**src/rtl/spi_byte_pkg.sv**
```systemverilog
package spi_byte_pkg;

    // register offsets (byte addresses)
    localparam logic [7:0] OFS_CTRL = 8'h00;
    localparam logic [7:0] OFS_STAT = 8'h04;
    localparam logic [7:0] OFS_CSEL = 8'h08;
    localparam logic [7:0] OFS_TXB  = 8'h0C;
    localparam logic [7:0] OFS_RXB  = 8'h10;
    localparam logic [7:0] OFS_AUX  = 8'h14;

    // bit positions
    localparam int STAT_BUSY = 0;
    localparam int STAT_RXF  = 2;
    localparam int CSEL_PIN  = 6;

    localparam logic [7:0] CSEL_RESET = 8'h40;

    // control word layout: bit7 phase, bit6 polarity, bit5 slow prescale, 4:0 divider
    typedef struct packed {
        logic       cpha;
        logic       cpol;
        logic       slow;
        logic [4:0] ndiv;
    } clk_cfg_t;

    // edge index counts sclk transitions 0..2*BITS-1; even = leading, odd = trailing
    function automatic logic edge_samples(input logic cpha, input logic idx_lsb);
        return idx_lsb == cpha;
    endfunction

    function automatic logic edge_shifts(input logic cpha, input logic idx_lsb,
                                         input logic idx_zero);
        return cpha ? (!idx_lsb && !idx_zero) : idx_lsb;
    endfunction

endpackage

```
**src/rtl/spi_byte_clkdiv.sv**
```systemverilog
module spi_byte_clkdiv #(
    parameter int FIRST_LO = 16,
    parameter int FIRST_HI = 128,
    parameter int N_W      = 5
) (
    input  logic           clk,
    input  logic           rst,
    input  logic           run,
    input  logic           slow,
    input  logic [N_W-1:0] ndiv,
    output logic           half_tick
);
    localparam int PRE_W = (FIRST_HI > FIRST_LO) ? $clog2(FIRST_HI) : $clog2(FIRST_LO);

    logic [PRE_W-1:0] pre_q;
    logic [PRE_W-1:0] pre_lim;
    logic [N_W-1:0]   sec_q;
    logic             pre_wrap;

    assign pre_lim  = slow ? PRE_W'(FIRST_HI - 1) : PRE_W'(FIRST_LO - 1);
    assign pre_wrap = run && (pre_q == pre_lim);
    assign half_tick = pre_wrap && (sec_q == ndiv);

    always_ff @(posedge clk) begin
        if (rst || !run) begin
            pre_q <= '0;
        end else if (pre_wrap) begin
            pre_q <= '0;
        end else begin
            pre_q <= pre_q + 1'b1;
        end
    end

    always_ff @(posedge clk) begin
        if (rst || !run) begin
            sec_q <= '0;
        end else if (pre_wrap) begin
            sec_q <= (sec_q == ndiv) ? '0 : sec_q + 1'b1;
        end
    end

endmodule

```
**src/rtl/spi_byte_shifter.sv**
```systemverilog
module spi_byte_shifter
    import spi_byte_pkg::*;
#(
    parameter int BITS = 8
) (
    input  logic            clk,
    input  logic            rst,
    input  logic            start,
    input  logic [BITS-1:0] tx_byte,
    input  logic            cpha,
    input  logic            half_tick,
    input  logic            miso,
    output logic            busy,
    output logic            phase,
    output logic            mosi,
    output logic            done,
    output logic [BITS-1:0] rx_byte
);
    localparam int EDGES = 2 * BITS;
    localparam int IDX_W = $clog2(EDGES);

    logic [BITS-1:0]  sh_q;
    logic [BITS-1:0]  rx_q;
    logic [IDX_W-1:0] idx_q;
    logic             last_edge;
    logic             do_sample;
    logic             do_shift;

    assign last_edge = busy && !done && half_tick && (idx_q == IDX_W'(EDGES - 1));
    assign do_sample = edge_samples(cpha, idx_q[0]);
    assign do_shift  = edge_shifts(cpha, idx_q[0], idx_q == '0);
    assign mosi      = sh_q[BITS-1];   // MSB first
    assign rx_byte   = rx_q;

    always_ff @(posedge clk) begin
        if (rst) begin
            busy  <= 1'b0;
            phase <= 1'b0;
            done  <= 1'b0;
            idx_q <= '0;
            sh_q  <= '0;
            rx_q  <= '0;
        end else begin
            done <= last_edge;
            if (!busy) begin
                if (start) begin
                    busy  <= 1'b1;
                    sh_q  <= tx_byte;
                    idx_q <= '0;
                    phase <= 1'b0;
                end
            end else if (done) begin
                busy <= 1'b0;             // leaves with phase back at 0
            end else if (half_tick) begin
                phase <= ~phase;
                idx_q <= idx_q + 1'b1;
                if (do_sample) begin
                    rx_q <= {rx_q[BITS-2:0], miso};
                end
                if (do_shift) begin
                    sh_q <= {sh_q[BITS-2:0], 1'b0};
                end
            end
        end
    end

endmodule

```
**src/rtl/spi_byte_master.sv**
```systemverilog
module spi_byte_master
    import spi_byte_pkg::*;
#(
    parameter int ADDR_W   = 5,
    parameter int DATA_W   = 32,
    parameter int FIRST_LO = 16,
    parameter int FIRST_HI = 128
) (
    input  logic              clk,
    input  logic              rst,
    input  logic [ADDR_W-1:0] bus_addr,
    input  logic              bus_wr,
    input  logic              bus_rd,
    input  logic [DATA_W-1:0] bus_wdata,
    output logic [DATA_W-1:0] bus_rdata,
    output logic              sclk,
    output logic              mosi,
    input  logic              miso,
    output logic              cs_n
);
    localparam int BITS = 8;
    localparam int N_W  = 5;

    clk_cfg_t          cfg_q;
    logic [7:0]        csel_q;
    logic [BITS-1:0]   txb_q;
    logic [BITS-1:0]   rxb_q;
    logic              rxfull_q;
    logic [DATA_W-1:0] aux_q;

    logic hit_ctrl, hit_stat, hit_csel, hit_txb, hit_rxb, hit_aux;
    logic start, busy, phase, done, half_tick;
    logic [BITS-1:0] rx_byte;

    assign hit_ctrl = bus_addr == ADDR_W'(OFS_CTRL);
    assign hit_stat = bus_addr == ADDR_W'(OFS_STAT);
    assign hit_csel = bus_addr == ADDR_W'(OFS_CSEL);
    assign hit_txb  = bus_addr == ADDR_W'(OFS_TXB);
    assign hit_rxb  = bus_addr == ADDR_W'(OFS_RXB);
    assign hit_aux  = bus_addr == ADDR_W'(OFS_AUX);

    assign start = bus_wr && hit_txb && !busy;   // ignored while busy

    spi_byte_clkdiv #(
        .FIRST_LO (FIRST_LO),
        .FIRST_HI (FIRST_HI),
        .N_W      (N_W)
    ) u_div (
        .clk       (clk),
        .rst       (rst),
        .run       (busy),
        .slow      (cfg_q.slow),
        .ndiv      (cfg_q.ndiv),
        .half_tick (half_tick)
    );

    spi_byte_shifter #(
        .BITS (BITS)
    ) u_shift (
        .clk       (clk),
        .rst       (rst),
        .start     (start),
        .tx_byte   (bus_wdata[BITS-1:0]),
        .cpha      (cfg_q.cpha),
        .half_tick (half_tick),
        .miso      (miso),
        .busy      (busy),
        .phase     (phase),
        .mosi      (mosi),
        .done      (done),
        .rx_byte   (rx_byte)
    );

    always_ff @(posedge clk) begin
        if (rst) begin
            cfg_q    <= '0;
            csel_q   <= CSEL_RESET;
            txb_q    <= '0;
            rxb_q    <= '0;
            rxfull_q <= 1'b0;
            aux_q    <= '0;
        end else begin
            if (bus_wr && hit_ctrl) cfg_q  <= clk_cfg_t'(bus_wdata[7:0]);
            if (bus_wr && hit_csel) csel_q <= bus_wdata[7:0];
            if (bus_wr && hit_aux)  aux_q  <= bus_wdata;
            if (start)              txb_q  <= bus_wdata[BITS-1:0];
            // completion wins over a clearing access in the same cycle
            if (done) begin
                rxb_q    <= rx_byte;
                rxfull_q <= 1'b1;
            end else if ((bus_rd && hit_rxb) ||
                         (bus_wr && hit_stat && !bus_wdata[STAT_RXF])) begin
                rxfull_q <= 1'b0;
            end
        end
    end

    always_comb begin
        bus_rdata = '0;
        if (hit_ctrl)      bus_rdata[7:0]     = cfg_q;
        else if (hit_stat) begin
            bus_rdata[STAT_BUSY] = busy;
            bus_rdata[STAT_RXF]  = rxfull_q;
        end
        else if (hit_csel) bus_rdata[7:0]     = csel_q;
        else if (hit_txb)  bus_rdata[BITS-1:0] = txb_q;
        else if (hit_rxb)  bus_rdata[BITS-1:0] = rxb_q;
        else if (hit_aux)  bus_rdata          = aux_q;
    end

    assign sclk = cfg_q.cpol ^ phase;
    assign cs_n = csel_q[CSEL_PIN];

endmodule

```
**config.mk**
```make
export PLATFORM = sky130hd
export DESIGN_NAME = spi_byte_master
export DESIGN_NICKNAME = d
export VERILOG_FILES = /design/src/rtl/spi_byte_pkg.sv /design/src/rtl/spi_byte_clkdiv.sv /design/src/rtl/spi_byte_shifter.sv /design/src/rtl/spi_byte_master.sv
export SDC_FILE = /design/constraint.sdc
export NUM_CORES = 1
export LEC_CHECK = 0
export BUFFER_PORTS_ARGS = -buffer_cell sky130_fd_sc_hd__buf_2
export CAP_MARGIN = 20
export CORE_ASPECT_RATIO = 0.9
export CORE_MARGIN = 2
export CORE_UTILIZATION = 48
export CTS_BUF_LIST = sky130_fd_sc_hd__clkbuf_4
export DETAILED_ROUTE_END_ITERATION = 12
export PLACE_DENSITY = 0.69
export REMOVE_ABC_BUFFERS = 1
export SYNTH_ARGS = -nofsm -noshare
export SYNTH_HDL_FRONTEND = slang
export SYNTH_HIERARCHICAL = 1
export SYNTH_SLANG_ARGS = --single-unit
```
**constraint.sdc**
```tcl
create_clock -name clk -period 2.6 [get_ports clk]
set_input_delay 0.39 -clock clk [delete_from_list [all_inputs] [get_ports clk]]
set_output_delay 0.39 -clock clk [all_outputs]
set_load 0.005 [all_outputs]
```
==> key figures <==
STA
  – Max Clock Skew: approximately 0.019 ns
  – Unrepaired setup endpoints after global routing: false
  – Final Hold Viols: 0
  – Tmin final: 2.36 ns
  – Slew @ Worst Pin: 0.592 ns
  – Period utilization: between 90% and 100%
  – Final setup TNS: 0 ns
  – Max Fclk: roughly 0.42 GHz
  – Slew Limit Fails: 0
  – Setup-failing EPs final: 0
  – Headroom to the max-slew limit: between 60% and 70%

Clock tree
  – Clock latency at the later pin of the worst-skew pair: 0.45 ns
  – Post-CTS Setup Inserts: 0
  – TritonCTS Buffers: 9
  – Clock root buffer: clkbuf_4
  – Clk pin slew, worst setup/hold paths: between 0.15 and 0.2 ns
  – CTS Sinks: 100
  – Max H-tree Level: 3
  – CTS tree: built
  – CTS max path bufs: 2

Hold path
  – WHS Path Cells: 3
  – Min-Delay Path Class: in -> reg

Yosys
  – Largest family of logic cells by synthesized area: simple AND/OR/NAND/NOR gates
  – Post-synthesis compound-gate area fraction: under 10%
  – Post-synthesis sequential area ratio: roughly 40%
  – Yosys reg bits: 100
  – Post-synthesis simple-gate area fraction: roughly 24%
  – EDFF count, synth: 0
  – Post-synth top area cell: dfxtp_1
  – Synth Area in Adders: approximately 1.0%
  – XOR/XNOR Fraction of Synth Area: ~2.3%
  – Mux share of post-synthesis cell area: 18.1%
  – Top FF cell, synth: dfxtp_1
  – Library cells used by synthesis: 52
  – Synth Instances: 512
  – Yosys Warn Count: 6
  – Largest cells by area after synthesis: dfxtp_1, mux2i_1, nand2b_1
  – Synth async-reset ratio: 0%
  – Syn avg cell area: approximately 9.5 sq um
  – Synth top area share: slightly above 40%
  – Post-Syn Area: just under 0.005 sq mm

Global route
  – GRT Resource Usage Total: 20.7%
  – Initial antenna violation count: 0
  – First-pass GRT wire length: around 18000 um
  – Vias in the first global route: about 3700
  – Total gr overflow: 0
  – Largest net degree at the start of global routing: 54

Layout
  – # diodes: 0
  – Most common cell after layout, fill and taps aside: dfxtp_1
  – Most frequent cells in the layout: dfxtp_1, nand2b_1, mux2i_1
  – Fillers: 882
  – NumNets Final: approximately 630
  – Area grow syn2layout: 12.7%
  – Ratio of cells with drive above 1 in the final layout: 21.2%
  – Post-Layout Cell Count: 710
  – Util after Layout: 56.2%

Placement
  – IO buf count: between 70 and 80
  – DPL Wire Length: about 7800 um
  – Final GP Congestion: slightly below 0.9
  – Post-Place Cells: 694

Setup path
  – CP Class: reg -> reg
  – Crit path capture type: flop
  – R2R depth: 7
  – Crit Path Max Fanout: 8
  – CP Launch Type: flop
  – Critical Path AT: approximately 2.7 ns
  – WP data required: approximately 3 ns

Run status
  – Status: complete, no violations

Power and ir drop
  – Worst VDD drop: roughly 0.00025 V
  – Clk pwr share: between 30% and 40%
  – Cell leakage power: roughly 2.2 nW
  – Pwr/cell area: 452 mW/mm^2
  – Comb power frac: 7.1%
  – NetSw: about 0.63 mW
  – Pwr Total: 2.47 mW
  – Reg power frac: approximately 63%
  – Internal power component: ~1.8 mW
  – Sw frac: 25.5%

Detailed routing
  – Metal2 WL: roughly 5000 um
  – Routed metal-1 wirelength: between 5000 and 6000 um
  – Post-route DRC: 0
  – Routed wire length: between 10000 and 15000 um
  – Wire length per cell: ~15 um
  – TritonRoute pass-1 iters: 4
  – Met3 WL: between 400 and 500 um
  – Routed Antenna Nets: 0
  – Vias: 3749
  – 1st-iter DRT viols: between 100 and 150
  – Via density: about 5.3
  – Top routing layer in use: met4

Die
  – Die footprint: 0.0109 sq mm
  – Chip height: 99.5 um
  – Core box area: about 0.0097 sq mm
  – Initial Util: roughly 50%
  – Top-Level Pins: 77
  – Die Width: ~110 um
  – FP Rows: 34

Job
  – Max-cap viol count: 0
[registers in the layout, indices dropped and copies added, names as in the netlist]
signal           cells
u_div/pre_q          7
cfg_q                8
u_shift/rx_byte      8
u_shift/idx_q        4
u_shift/sh_q         8
u_div/sec_q          5
u_shift/phase        1
csel_q               8
u_shift/busy         1
u_shift/done         1
rxb_q                8
txb_q                8
rxfull_q             1
aux_q               32
[Yosys cell counts, drive strengths merged, types with 3 or more instances]
| cell type | n |
|---|---|
| clkbuf | 19 |
| dfxtp | 100 |
| o22ai | 9 |
| and2 | 25 |
| xor2 | 10 |
| inv | 4 |
| nor3 | 7 |
| ha | 4 |
| a211oi | 8 |
| o21ai | 16 |
| nand2b | 90 |
| buf | 13 |
| xnor2 | 3 |
| a21oi | 24 |
| or4b | 3 |
| a21o | 6 |
| mux2i | 88 |
| nand2 | 10 |
| nand3 | 13 |
| nor2 | 35 |
[power groups by stage]
stage          clock network, mW  registers, mW  logic [mW]
6_report                   0.750           1.55       0.176
5_1_grt                    0.845           1.55       0.192
4_1_cts                    0.787           1.55       0.177
3_5_place_dp                   0           1.58       0.176
3_3_place_gp                   0           1.58       0.172
2_1_floorplan                  0           1.58      0.0760
[kinds of logic after synthesis]
logic type               after synthesis
multiplexers                          88
flip-flops                           100
AND/OR/NAND/NOR                      201
adder cells (fa/ha/maj)                4
buffers and inverters                 36
XOR/XNOR                              13
AO/OA/AOI/OAI                         70
[what timing repair did]
item | in CTS | in global routing
gates resized for setup | 0 | 1
endpoints found under the hold margin | 0 | 0
setup endpoints to repair | 0 | 6
hold buffers | 0 | 0
[layout make-up]
cell class | instances | area [sq um] | share of cell area [%]
Inverter | 4 | 15.0 | 0.274
Multi-Input combinational cell | 376 | 2710 | 49.5
Clock inverter | 5 | 37.5 | 0.685
Sequential cell | 100 | 2000 | 36.6
Timing Repair Buffer | 88 | 470 | 8.59
Tap cell | 126 | 158 | 2.88
Clock buffer | 11 | 82.6 | 1.51
[path summary, 6_finish.rpt]
check,from,endpoint,slack [ns]
worst max register to register,u_div/pre_q[4],u_shift/rx_byte[1],0.24
worst min-delay path,bus_wdata[18],aux_q[18],0.17
worst min register to register,u_div/pre_q[0],u_div/pre_q[0],0.47
worst max-delay path,u_div/pre_q[4],u_shift/rx_byte[1],0.24
[metal layers]
layer / global-route usage [%] / vias to the layer above
met5: 0 / -
met4: 5.16 / 0
met3: 4.85 / 10
met2: 33.8 / 67
met1: 27.4 / 1774
li1: - / 1898
[worst max-delay path, cell delays in order (launching register included)]
cell and delay [ns]:
dfxtp_1 0.38, or4_4 0.56, a21oi_4 0.21, and4_1 0.24
and3b_2 0.23, and3_2 0.34, mux2i_1 0.22, nor2_1 0.06
[stage by stage]
| step | cell area [sq um] | setup WS (ns) | hold slack, ns |
|---|---|---|---|
| global route | 5480 | 0.114 | 0.143 |
| CTS | 5480 | 0.0955 | 0.144 |
| detailed placement | 5360 | 0.137 | 0.438 |
| floorplan | 4710 | -0.341 | 0.418 |
| global placement | 5360 | 0.208 | 0.428 |
| finish | 5480 | 0.243 | 0.170 |
Note: power is estimated with default switching activity, not from simulation.
